--- config.mk ---
export PLATFORM = sky130hd
export DESIGN_NAME = spi_cmd_frontend
export DESIGN_NICKNAME = d
export VERILOG_FILES = /design/src/rtl/spi_cmd_pkg.sv /design/src/rtl/spi_line_sync.sv /design/src/rtl/spi_pin_cond.sv /design/src/rtl/spi_frame_ctl.sv /design/src/rtl/spi_so_shift.sv /design/src/rtl/spi_cmd_frontend.sv
export SDC_FILE = /design/constraint.sdc
export NUM_CORES = 1
export LEC_CHECK = 0
export CAP_MARGIN = 20
export CORE_AREA = 2 2 98 100
export DETAILED_ROUTE_END_ITERATION = 6
export DIE_AREA = 0 0 100 102
export GPL_TIMING_DRIVEN = 0
export PLACE_DENSITY = 0.52
export SLEW_MARGIN = 25
export SYNTH_ARGS = -nofsm -noshare
export SYNTH_HDL_FRONTEND = slang
export SYNTH_SLANG_ARGS = --single-unit
export TNS_END_PERCENT = 20
--- constraint.sdc ---
create_clock -name clk -period 2.37 [get_ports clk]
set_clock_uncertainty 0.15 [all_clocks]
set_input_delay 0.3555 -clock clk [delete_from_list [all_inputs] [get_ports clk]]
set_output_delay 0.3555 -clock clk [all_outputs]
set_load 0.02 [all_outputs]
--- src/rtl/spi_cmd_pkg.sv ---
package spi_cmd_pkg;

  parameter int BYTE_W = 8;
  parameter int OP_W   = 4;
  parameter int PTR_W  = 2;
  localparam int CNT_W  = $clog2(BYTE_W);
  localparam int NUM_OP = 1 << OP_W;

  typedef enum logic [2:0] {
    FS_IDLE,
    FS_ID,
    FS_INSTR,
    FS_DATA,
    FS_SKIP
  } frame_st_e;

  // identification byte: type nibble, two zero bits, strapped pair
  function automatic logic id_match(input logic [BYTE_W-1:0] b,
                                    input logic [OP_W-1:0]   dev_type,
                                    input logic [PTR_W-1:0]  strap);
    return (b[BYTE_W-1 -: OP_W] == dev_type) &&
           (b[2*PTR_W-1 -: PTR_W] == '0) &&
           (b[PTR_W-1:0] == strap);
  endfunction

  function automatic logic [OP_W-1:0] op_of(input logic [BYTE_W-1:0] b);
    return b[BYTE_W-1 -: OP_W];
  endfunction

  function automatic logic [PTR_W-1:0] dreg_of(input logic [BYTE_W-1:0] b);
    return b[2*PTR_W-1 -: PTR_W];
  endfunction

  function automatic logic [PTR_W-1:0] chan_of(input logic [BYTE_W-1:0] b);
    return b[PTR_W-1:0];
  endfunction

  function automatic logic op_flag(input logic [NUM_OP-1:0] mask,
                                   input logic [OP_W-1:0]   op);
    return mask[op];
  endfunction

endpackage

--- src/rtl/spi_line_sync.sv ---
module spi_line_sync #(
  parameter int            W       = 4,
  parameter int            STAGES  = 2,
  parameter logic [W-1:0]  RST_VAL = '0
) (
  input  logic         clk,
  input  logic         rst_n,
  input  logic [W-1:0] d,
  output logic [W-1:0] q
);

  logic [STAGES-1:0][W-1:0] stg_q;

  always_ff @(posedge clk or negedge rst_n) begin
    if (!rst_n) begin
      for (int s = 0; s < STAGES; s++) stg_q[s] <= RST_VAL;
    end else begin
      stg_q[0] <= d;
      for (int s = 1; s < STAGES; s++) stg_q[s] <= stg_q[s-1];
    end
  end

  assign q = stg_q[STAGES-1];

endmodule

--- src/rtl/spi_pin_cond.sv ---
module spi_pin_cond #(
  parameter int SYNC_STAGES = 2
) (
  input  logic clk,
  input  logic rst_n,
  input  logic sck,
  input  logic cs_n,
  input  logic si,
  input  logic hold_n,
  output logic sck_rise,
  output logic sck_fall,
  output logic cs_hi,
  output logic cs_fall,
  output logic si_s,
  output logic hold_act
);

  localparam int NLINES = 4;
  // chip select resets low so a low line at reset is never seen as a fall
  localparam logic [NLINES-1:0] LINE_RST = 4'b1000;

  logic [NLINES-1:0] lines;
  logic sck_s, cs_n_s, hold_n_s;
  logic sck_prev_q, cs_prev_q, hold_q;

  spi_line_sync #(
    .W      (NLINES),
    .STAGES (SYNC_STAGES),
    .RST_VAL(LINE_RST)
  ) u_sync (
    .clk  (clk),
    .rst_n(rst_n),
    .d    ({hold_n, si, cs_n, sck}),
    .q    (lines)
  );

  assign sck_s    = lines[0];
  assign cs_n_s   = lines[1];
  assign si_s     = lines[2];
  assign hold_n_s = lines[3];

  always_ff @(posedge clk or negedge rst_n) begin
    if (!rst_n) begin
      sck_prev_q <= 1'b0;
      cs_prev_q  <= 1'b0;
      hold_q     <= 1'b0;
    end else begin
      sck_prev_q <= sck_s;
      cs_prev_q  <= cs_n_s;
      // pause state only changes while the serial clock is low
      if (!sck_s) hold_q <= !hold_n_s;
    end
  end

  assign sck_rise = sck_s & ~sck_prev_q;
  assign sck_fall = ~sck_s & sck_prev_q;
  assign cs_hi    = cs_n_s;
  assign cs_fall  = cs_prev_q & ~cs_n_s;
  assign hold_act = hold_q;

endmodule

--- src/rtl/spi_frame_ctl.sv ---
module spi_frame_ctl
  import spi_cmd_pkg::*;
#(
  parameter logic [OP_W-1:0]   DEV_TYPE   = 4'b0101,
  parameter logic [NUM_OP-1:0] RD_OPS     = 16'h0A00,
  parameter logic [NUM_OP-1:0] NODATA_OPS = 16'h2106
) (
  input  logic              clk,
  input  logic              rst_n,
  input  logic              sck_rise,
  input  logic              cs_hi,
  input  logic              cs_fall,
  input  logic              si,
  input  logic              hold_act,
  input  logic [PTR_W-1:0]  strap,
  output logic              armed,
  output logic              id_ok,
  output logic [CNT_W-1:0]  bit_cnt,
  output logic              cmd_valid,
  output logic [OP_W-1:0]   cmd_op,
  output logic [PTR_W-1:0]  cmd_dreg,
  output logic [PTR_W-1:0]  cmd_chan,
  output logic [BYTE_W-1:0] cmd_wdata
);

  localparam logic [CNT_W-1:0] LAST_BIT = CNT_W'(BYTE_W - 1);

  frame_st_e         state_q;
  logic [BYTE_W-1:0] sh_q;
  logic [BYTE_W-1:0] byte_now;
  logic [OP_W-1:0]   ins_op_q;
  logic [PTR_W-1:0]  ins_dreg_q, ins_chan_q;
  logic              shift_en, byte_done, instr_short;

  assign byte_now    = {sh_q[BYTE_W-2:0], si};
  assign shift_en    = sck_rise && !hold_act && (state_q != FS_IDLE);
  assign byte_done   = shift_en && (bit_cnt == LAST_BIT);
  assign instr_short = op_flag(RD_OPS, op_of(byte_now)) ||
                       op_flag(NODATA_OPS, op_of(byte_now));

  always_ff @(posedge clk or negedge rst_n) begin
    if (!rst_n) begin
      state_q    <= FS_IDLE;
      sh_q       <= '0;
      bit_cnt    <= '0;
      armed      <= 1'b0;
      id_ok      <= 1'b0;
      ins_op_q   <= '0;
      ins_dreg_q <= '0;
      ins_chan_q <= '0;
      cmd_valid  <= 1'b0;
      cmd_op     <= '0;
      cmd_dreg   <= '0;
      cmd_chan   <= '0;
      cmd_wdata  <= '0;
    end else begin
      cmd_valid <= 1'b0;
      if (cs_hi) armed <= 1'b1;

      if (cs_hi) begin
        state_q <= FS_IDLE;
        bit_cnt <= '0;
        id_ok   <= 1'b0;
      end else if (cs_fall && armed) begin
        state_q <= FS_ID;
        bit_cnt <= '0;
      end else if (shift_en) begin
        sh_q    <= byte_now;
        bit_cnt <= bit_cnt + CNT_W'(1);
        if (byte_done) begin
          case (state_q)
            FS_ID: begin
              if (id_match(byte_now, DEV_TYPE, strap)) begin
                id_ok   <= 1'b1;
                state_q <= FS_INSTR;
              end else begin
                state_q <= FS_SKIP;
              end
            end
            FS_INSTR: begin
              ins_op_q   <= op_of(byte_now);
              ins_dreg_q <= dreg_of(byte_now);
              ins_chan_q <= chan_of(byte_now);
              if (instr_short) begin
                cmd_valid <= 1'b1;
                cmd_op    <= op_of(byte_now);
                cmd_dreg  <= dreg_of(byte_now);
                cmd_chan  <= chan_of(byte_now);
                cmd_wdata <= '0;
                state_q   <= FS_SKIP;
              end else begin
                state_q   <= FS_DATA;
              end
            end
            FS_DATA: begin
              cmd_valid <= 1'b1;
              cmd_op    <= ins_op_q;
              cmd_dreg  <= ins_dreg_q;
              cmd_chan  <= ins_chan_q;
              cmd_wdata <= byte_now;
              state_q   <= FS_SKIP;
            end
            default: ;
          endcase
        end
      end
    end
  end

endmodule

--- src/rtl/spi_so_shift.sv ---
module spi_so_shift
  import spi_cmd_pkg::*;
#(
  parameter logic [NUM_OP-1:0] RD_OPS = 16'h0A00
) (
  input  logic              clk,
  input  logic              rst_n,
  input  logic              cs_hi,
  input  logic              hold_act,
  input  logic              sck_fall,
  input  logic              cmd_valid,
  input  logic [OP_W-1:0]   cmd_op,
  input  logic [BYTE_W-1:0] rd_data,
  output logic              so,
  output logic              so_oe
);

  logic [BYTE_W-1:0] sh_q;
  logic              pend_q, drive_q, so_q, oe_q;
  logic              load;

  assign load = cmd_valid && op_flag(RD_OPS, cmd_op);

  always_ff @(posedge clk or negedge rst_n) begin
    if (!rst_n) begin
      sh_q    <= '0;
      pend_q  <= 1'b0;
      drive_q <= 1'b0;
      so_q    <= 1'b0;
      oe_q    <= 1'b0;
    end else begin
      if (cs_hi) begin
        sh_q    <= '0;
        pend_q  <= 1'b0;
        drive_q <= 1'b0;
      end else if (load) begin
        sh_q   <= rd_data;
        pend_q <= 1'b1;
      end else if (sck_fall && !hold_act && pend_q) begin
        so_q    <= sh_q[BYTE_W-1];
        sh_q    <= {sh_q[BYTE_W-2:0], 1'b0};
        drive_q <= 1'b1;
      end
      oe_q <= drive_q && !hold_act && !cs_hi;
    end
  end

  assign so    = so_q;
  assign so_oe = oe_q;

endmodule

--- src/rtl/spi_cmd_frontend.sv ---
module spi_cmd_frontend
  import spi_cmd_pkg::*;
#(
  parameter logic [OP_W-1:0]   DEV_TYPE    = 4'b0101,
  parameter int                SYNC_STAGES = 2,
  parameter logic [NUM_OP-1:0] RD_OPS      = 16'h0A00,
  parameter logic [NUM_OP-1:0] NODATA_OPS  = 16'h2106
) (
  input  logic              clk,
  input  logic              rst_n,
  input  logic              spi_sck,
  input  logic              spi_cs_n,
  input  logic              spi_si,
  input  logic              spi_hold_n,
  input  logic [PTR_W-1:0]  addr_strap,
  input  logic [BYTE_W-1:0] rd_data,
  output logic              spi_so,
  output logic              spi_so_oe,
  output logic              cmd_valid,
  output logic [OP_W-1:0]   cmd_op,
  output logic [PTR_W-1:0]  cmd_dreg,
  output logic [PTR_W-1:0]  cmd_chan,
  output logic [BYTE_W-1:0] cmd_wdata
);

  // internal events, named for the bound checker
  logic             sck_rise, sck_fall;
  logic             cs_hi_s, cs_fall;
  logic             si_s, hold_act;
  logic             armed, id_ok;
  logic [CNT_W-1:0] bit_cnt;

  spi_pin_cond #(
    .SYNC_STAGES(SYNC_STAGES)
  ) u_pins (
    .clk     (clk),
    .rst_n   (rst_n),
    .sck     (spi_sck),
    .cs_n    (spi_cs_n),
    .si      (spi_si),
    .hold_n  (spi_hold_n),
    .sck_rise(sck_rise),
    .sck_fall(sck_fall),
    .cs_hi   (cs_hi_s),
    .cs_fall (cs_fall),
    .si_s    (si_s),
    .hold_act(hold_act)
  );

  spi_frame_ctl #(
    .DEV_TYPE  (DEV_TYPE),
    .RD_OPS    (RD_OPS),
    .NODATA_OPS(NODATA_OPS)
  ) u_frame (
    .clk      (clk),
    .rst_n    (rst_n),
    .sck_rise (sck_rise),
    .cs_hi    (cs_hi_s),
    .cs_fall  (cs_fall),
    .si       (si_s),
    .hold_act (hold_act),
    .strap    (addr_strap),
    .armed    (armed),
    .id_ok    (id_ok),
    .bit_cnt  (bit_cnt),
    .cmd_valid(cmd_valid),
    .cmd_op   (cmd_op),
    .cmd_dreg (cmd_dreg),
    .cmd_chan (cmd_chan),
    .cmd_wdata(cmd_wdata)
  );

  spi_so_shift #(
    .RD_OPS(RD_OPS)
  ) u_so (
    .clk      (clk),
    .rst_n    (rst_n),
    .cs_hi    (cs_hi_s),
    .hold_act (hold_act),
    .sck_fall (sck_fall),
    .cmd_valid(cmd_valid),
    .cmd_op   (cmd_op),
    .rd_data  (rd_data),
    .so       (spi_so),
    .so_oe    (spi_so_oe)
  );

endmodule

-- Word level (Yosys, flattened, before mapping)
Memories as Yosys holds them, arrays and structs flattened.
Index checks and enable logic that the tools add are counted.
- $add $sub $neg: 1
- $lt $le $gt $ge: 2
- equal/unequal tests: 8
- muxes and demuxes: 35
- bitwise operators: 8
- reductions and logical operators: 30
- operator list (cell ; number):
    $mux W8 ; 4
    $mux W3 ; 9
    $pmux W8 S2 ; 1
    $mux W1 ; 13
    $reduce_bool A3 Y1 ; 4
    $logic_and A1 B1 Y1 ; 11
    $lt A4 B5 Y1 const B ; 2
    $pmux W3 S3 ; 1
    $reduce_and A3 Y1 ; 3
    $pmux W2 S2 ; 2
    $pmux W4 S2 ; 1
    $eq A3 B2 Y1 const B ; 2
    $reduce_and A6 Y1 ; 1
    $reduce_bool A2 Y1 ; 3
    $not A1 Y1 ; 5
    $reduce_and A5 Y1 ; 1
    $reduce_bool A5 Y1 ; 1
    $eq A4 B3 Y1 const B ; 1
    $mux W2 ; 2
    $mux W4 ; 1
    $add A3 B1 Y3 const B ; 1
    $and A1 B1 Y1 ; 3
    $eq A3 B1 Y1 const B ; 1
    $eq A3 B3 Y1 const B ; 1
    other kinds (8) ; 10
- flip-flop bits (word level): 62
- memory bits (read-only): 48
- bits of input ports: 16
- memories: 3
- memories (memory ; depth ; width ; rd ports ; clocked after Yosys merged registers in ; wr ports ; line ; RTL):
    (no name shown) ; 16 ; 1 ; 1 ; 0 ; 0 ; spi_cmd_pkg.sv:40 ; return mask[op];
    (no name shown) ; 16 ; 1 ; 1 ; 0 ; 0 ; spi_cmd_pkg.sv:40 ;
    (no name shown) ; 16 ; 1 ; 1 ; 0 ; 0 ; spi_cmd_pkg.sv:40 ;

-- Depth between registers and ports, before layout
- depth in word-level cells: 9
- mapped depth: 8
- depth with buffers taken out: 6

-- By module
A second synthesis with hierarchy kept.
- cell total of the unflattened synthesis: 223
- area total of the unflattened synthesis: 2872.8 µm²
- by module, submodules not included (module ; instances ; cells each ; area an instance (µm²) ; seq. area each (µm²)):
    spi_frame_ctl ; 1 ; 144 ; 1889.3 ; 1001.0
    spi_so_shift ; 1 ; 59 ; 640.6 ; 300.3
    spi_line_sync ; 1 ; 12 ; 232.7 ; 202.7
    spi_pin_cond ; 1 ; 8 ; 110.1 ; 75.1

-- Worst setup path before layout
No wires, ideal clock.
- kind: reg-to-reg
- start point: register u_frame.sh_q[3]
- end point: register u_frame.cmd_chan[0]
- library setup time: 125 ps
- arrival: 1722 ps
- data required time: 2095 ps
- slack: 373 ps
- cell stages (with the launch flop): 8
- clock period less this slack: 1997 ps
- cell sequence: dfrtp_1 -> inv_1 -> ha_1 -> or3_1 -> a311oi_2 -> nor3b_1 -> buf_6 -> mux2_2
- word-level cells in the longest chain between the ends: 5
- elaborated cells on any way between the ends: 7
- those cells by class: 1 x eq/ne; 2 x mux; 2 x reduce/logical; 2 x memory
- RTL lines (element ; line ; RTL):
    from (decl) ; spi_frame_ctl.sv:29 ; logic [BYTE_W-1:0] sh_q;
    from (signal assigned) ; spi_frame_ctl.sv:68 ; sh_q <= byte_now;
    $mem_v2 Z16 W1 ; -- ;
    $mux W1 (not written as such) ; spi_cmd_pkg.sv:40 ;
    $logic_or A1 B1 Y1 * ; spi_frame_ctl.sv:38 ; assign instr_short = op_flag(RD_OPS, op_of(byte_now)) ||
    $ne A2 B1 Y1 (no source line) * ; -- ;
    $reduce_and A6 Y1 (no source line) * ; -- ;
    to (signal assigned) ; spi_frame_ctl.sv:88 ; cmd_chan <= chan_of(byte_now);
    to (signal assigned) ; spi_frame_ctl.sv:99 ; cmd_chan <= ins_chan_q;
    to (decl) ; spi_frame_ctl.sv:22 ; output logic [PTR_W-1:0] cmd_chan,
Every way passes the cells marked *; elsewhere a longest branch is shown, timed or not. The select of a mux whose other input is x is not followed.
A chain may end at the register's enable or synchronous reset.

-- Worst setup path after layout
- start point: register u_pins.hold_q, in the netlist u_pins.hold_act
- end point: register u_frame.ins_op_q[2]
- word-level cells in the longest chain between the ends: 5
- RTL lines (element ; line ; RTL):
    from (decl) ; spi_pin_cond.sv:24 ; logic sck_prev_q, cs_prev_q, hold_q;
    from (signal assigned) ; spi_pin_cond.sv:51 ; if (!sck_s) hold_q <= !hold_n_s;
    $logic_not A1 Y1 * ; spi_frame_ctl.sv:36 ; assign shift_en = sck_rise && !hold_act && (state_q != FS_IDLE);
    $logic_and A1 B1 Y1 * (2 in a row) ; spi_frame_ctl.sv:36 ;
    $logic_and A1 B1 Y1 ; spi_frame_ctl.sv:37 ; assign byte_done = shift_en && (bit_cnt == LAST_BIT);
    $reduce_and A5 Y1 (no source line) * ; -- ;
    to (signal assigned) ; spi_frame_ctl.sv:81 ; ins_op_q <= op_of(byte_now);
    to (decl) ; spi_frame_ctl.sv:31 ; logic [OP_W-1:0] ins_op_q;
Every way passes the cells marked *; elsewhere a longest branch is shown, timed or not.

==> results.json <==
{
  "synth.area.mux_share_pct": 19.1,
  "antenna_found_initial": 0,
  "cts-root-buf": "clkbuf_8",
  "slew_headroom_pct": 67.4,
  "ioPinCount": 35,
  "synth-simple-area-share_pct": 10.6,
  "hold_path.class": "flop to flop",
  "syn-num-nets": 229,
  "coreArea_mm2": 0.00911,
  "hpwl_um": 3420,
  "vias": 1685,
  "p_per_area_mw_per_mm2": 581,
  "p_int_mw": 1.50,
  "fp.dieArea_mm2": 0.0102,
  "clock_latency_ps": 340,
  "place.gp.congestion": 0.744,
  "synth_seq_cells": 62,
  "path_cells": "nor3b_4 > o311a_1 > buf_6 > nor3b_4 > mux2_2",
  "post-synth-top-area-cell": "dfrtp_1",
  "ir_drop_mv": 0.236,
  "synth_ff_type": "dfrtp_1",
  "drv_cap": 0,
  "p_leak_nw": 1.45,
  "hold_viol": 0,
  "clock_path_buffers": 2,
  "num_rows": 35,
  "fillerInstances": 929,
  "drive_gt1_share_pct": 23.0,
  "firstDrtPassIters": 4,
  "port_buffers": 34,
  "yosysTopAreaCellShare_pct": 55.6,
  "critPathMaxFanout": 10,
  "worstPathArrival_ps": 2280,
  "cts_tree": "done",
  "synth_compound_area_share_pct": 5.69,
  "period_share_pct": 93.4,
  "start_kind": "flop",
  "clock-sinks": 62,
  "setup_viol": 0,
  "hold_ws_ps": 197,
  "drc_errors": 0,
  "drt_iter0_markers": 63,
  "yosysWarnings": 0,
  "ant_nets": 0,
  "grt_setup_unrepaired": "false",
  "comb_power_share_pct": 4.7,
  "fin_nets": 276,
  "slowest_delay_ps": 450,
  "period_minus_slack_ps": 2210,
  "seq_area_frac_synth_pct": 57.5,
  "grt-ovfl-total": 0,
  "syn2layout_area_growth_pct": 24.7,
  "cp_common_cell": "nor3b_4",
  "synth_top_family_by_area": "multiplexers",
  "fmax_ghz": 0.452,
  "initial_core_util_pct": 29.7,
  "die_y_um": 102,
  "grt_pass1_wl_um": 8690,
  "grt_pass1_vias": 1728,
  "diodes": 0,
  "p_sw_share_pct": 23.4,
  "syn_area_mm2": 0.00270,
  "status": "finished, final reports clean",
  "crit_path_top_delay_cell": "nor3b_4",
  "routedWlPerCell_um": 13.7,
  "synth_cell_type_count": 37,
  "avgSynthCellArea_um2": 12.9,
  "fin_ws_ps": 157,
  "synthTopCellsByCount": "dfrtp_1, mux2_2, mux2i_1",
  "clockPowerShare_pct": 39.5,
  "p_total_mw": 1.96,
  "cts.reportedPaths.clkPinSlew_ps": 60,
  "tightest_slew_ps": 488,
  "crit_path_end_kind": "flop",
  "grt_max_degree": 38,
  "yosys-top-cells-area": "dfrtp_1, mux2_2, mux2i_1, nand3b_1, o21ai_0",
  "synth_edf_count": 0,
  "synth_xor_area_share_pct": 0.972,
  "critPathKind": "flop to flop",
  "synthCells": 209,
  "path_delay_family": "simple AND/OR/NAND/NOR gates",
  "switchingPower_uw": 459,
  "p_seq_share_pct": 55.8,
  "pre_cts_ws_ps": 153,
  "numCtsBuffers": 9,
  "cts_htree_levels": 3,
  "wl_um": 5100,
  "worst_ep_required_time_ps": 2440,
  "worst-path-buf-inv": 1,
  "maxSlewViolCount": 0,
  "avgViaCountPerCell": 4.53,
  "synth.most_common_cell": "dfrtp_1",
  "track_usage_pct": 11.3,
  "synthAdderAreaFrac_pct": 1.85,
  "async_flop_share_pct": 100,
  "die_width_um": 100
}
path summary, 6_finish.rpt:
path	to	from	cells after the start	slack, ps
setup / recovery	u_frame.ins_op_q[2]	u_pins.hold_act	5	160
hold / removal	u_pins.u_sync.q[0]	u_pins.u_sync.stg_q[0]	0	200
setup reg to reg	u_frame.ins_op_q[2]	u_pins.hold_act	5	160
hold reg to reg	u_pins.u_sync.q[0]	u_pins.u_sync.stg_q[0]	0	200
max in group asynchronous	u_frame.sh_q[3]	rst_n	3	1240
min in group asynchronous	u_frame.cmd_dreg[0]	rst_n	2	300
final cells by class:
class	instances	area [um2]	area share, %
well taps	111	139	4.12
repair buffers	36	368	10.9
flip-flops and latches	62	1560	46.2
clock inverters	3	15.0	0.446
clock buffers	13	139	4.12
multi-input cells	124	1040	30.7
plain buffers	10	68.8	2.04
inverters	13	48.8	1.45
power by group through the flow:
stage	Combinational, mW	Sequential, mW	Clock [mW]
after floorplan	0.0346	1.11	0
after global placement	0.0881	1.11	0
after detailed placement	0.0927	1.11	0
after CTS	0.0945	1.09	0.801
after global routing	0.104	1.10	0.848
final	0.0915	1.09	0.774
cell families (layout without fill, tap and decap cells):
group / count (synthesis) / after routing
DFF: 62 / 62
muxes: 48 / 48
and+or+nand+nor: 46 / 46
AOI/OAI and AO/OA: 23 / 23
buffers and inverters: 23 / 75
adders and majority gates: 4 / 4
xor gates and xnor gates: 3 / 3
what timing repair did:
item / in CTS / in global routing
gates resized for setup: 0 / 2
endpoints found under the hold margin: 23 / 0
hold buffers: 1 / 0
buffers inserted: 0 / 0
setup endpoints to repair: 0 / 14
cell usage in the layout (no fill, tap or decap), types with 2 or more instances in the layout:
cell,n
nor3b_4,2
dfstp_2,2
clkinv_2,3
nor2_1,7
clkbuf_1,6
dfrtp_1,59
mux2_2,28
clkdlybuf4s50_1,33
o21ai_0,11
xnor2_1,3
clkbuf_8,9
mux2i_1,20
nand2b_1,4
nand2_1,13
buf_4,2
inv_1,13
a21oi_1,3
buf_2,4
nand3b_1,9
ha_1,4
buf_6,3
layer usage:
| layer | part of all wire [%] | track usage [%] | wire [um] |
|---|---|---|---|
| met5 | 0 | 0 | 0 |
| met4 | 2.6 | 6.95 | 135 |
| met1 | 50 | 15.4 | 2570 |
| met2 | 44 | 16.2 | 2260 |
| met3 | 2.7 | 3.01 | 137 |
stage by stage:
stage,TNS [ps],area (um2),std cells,util (%)
finish,0,3370,372,37.0
global route,0,3370,372,37.0
CTS,0,3360,372,36.9
detailed placement,0,3200,355,35.1
global placement,-78800,3180,354,34.9
floorplan,0,2700,209,-
sequential cells by signal, summed over array words and instances (netlist names), 2 cells and up:
| register | flops |
|---|---|
| u_frame.ins_chan_q | 2 |
| u_frame.cmd_chan | 2 |
| u_frame.state_q | 3 |
| u_pins.u_sync.q | 4 |
| u_frame.bit_cnt | 3 |
| u_so.sh_q | 8 |
| u_frame.cmd_dreg | 2 |
| u_pins.u_sync.stg_q | 4 |
| u_frame.cmd_wdata | 8 |
| u_frame.sh_q | 7 |
| u_frame.ins_dreg_q | 2 |
| u_frame.cmd_op | 4 |
| u_frame.ins_op_q | 4 |
Power figures use the tool's default switching activity.
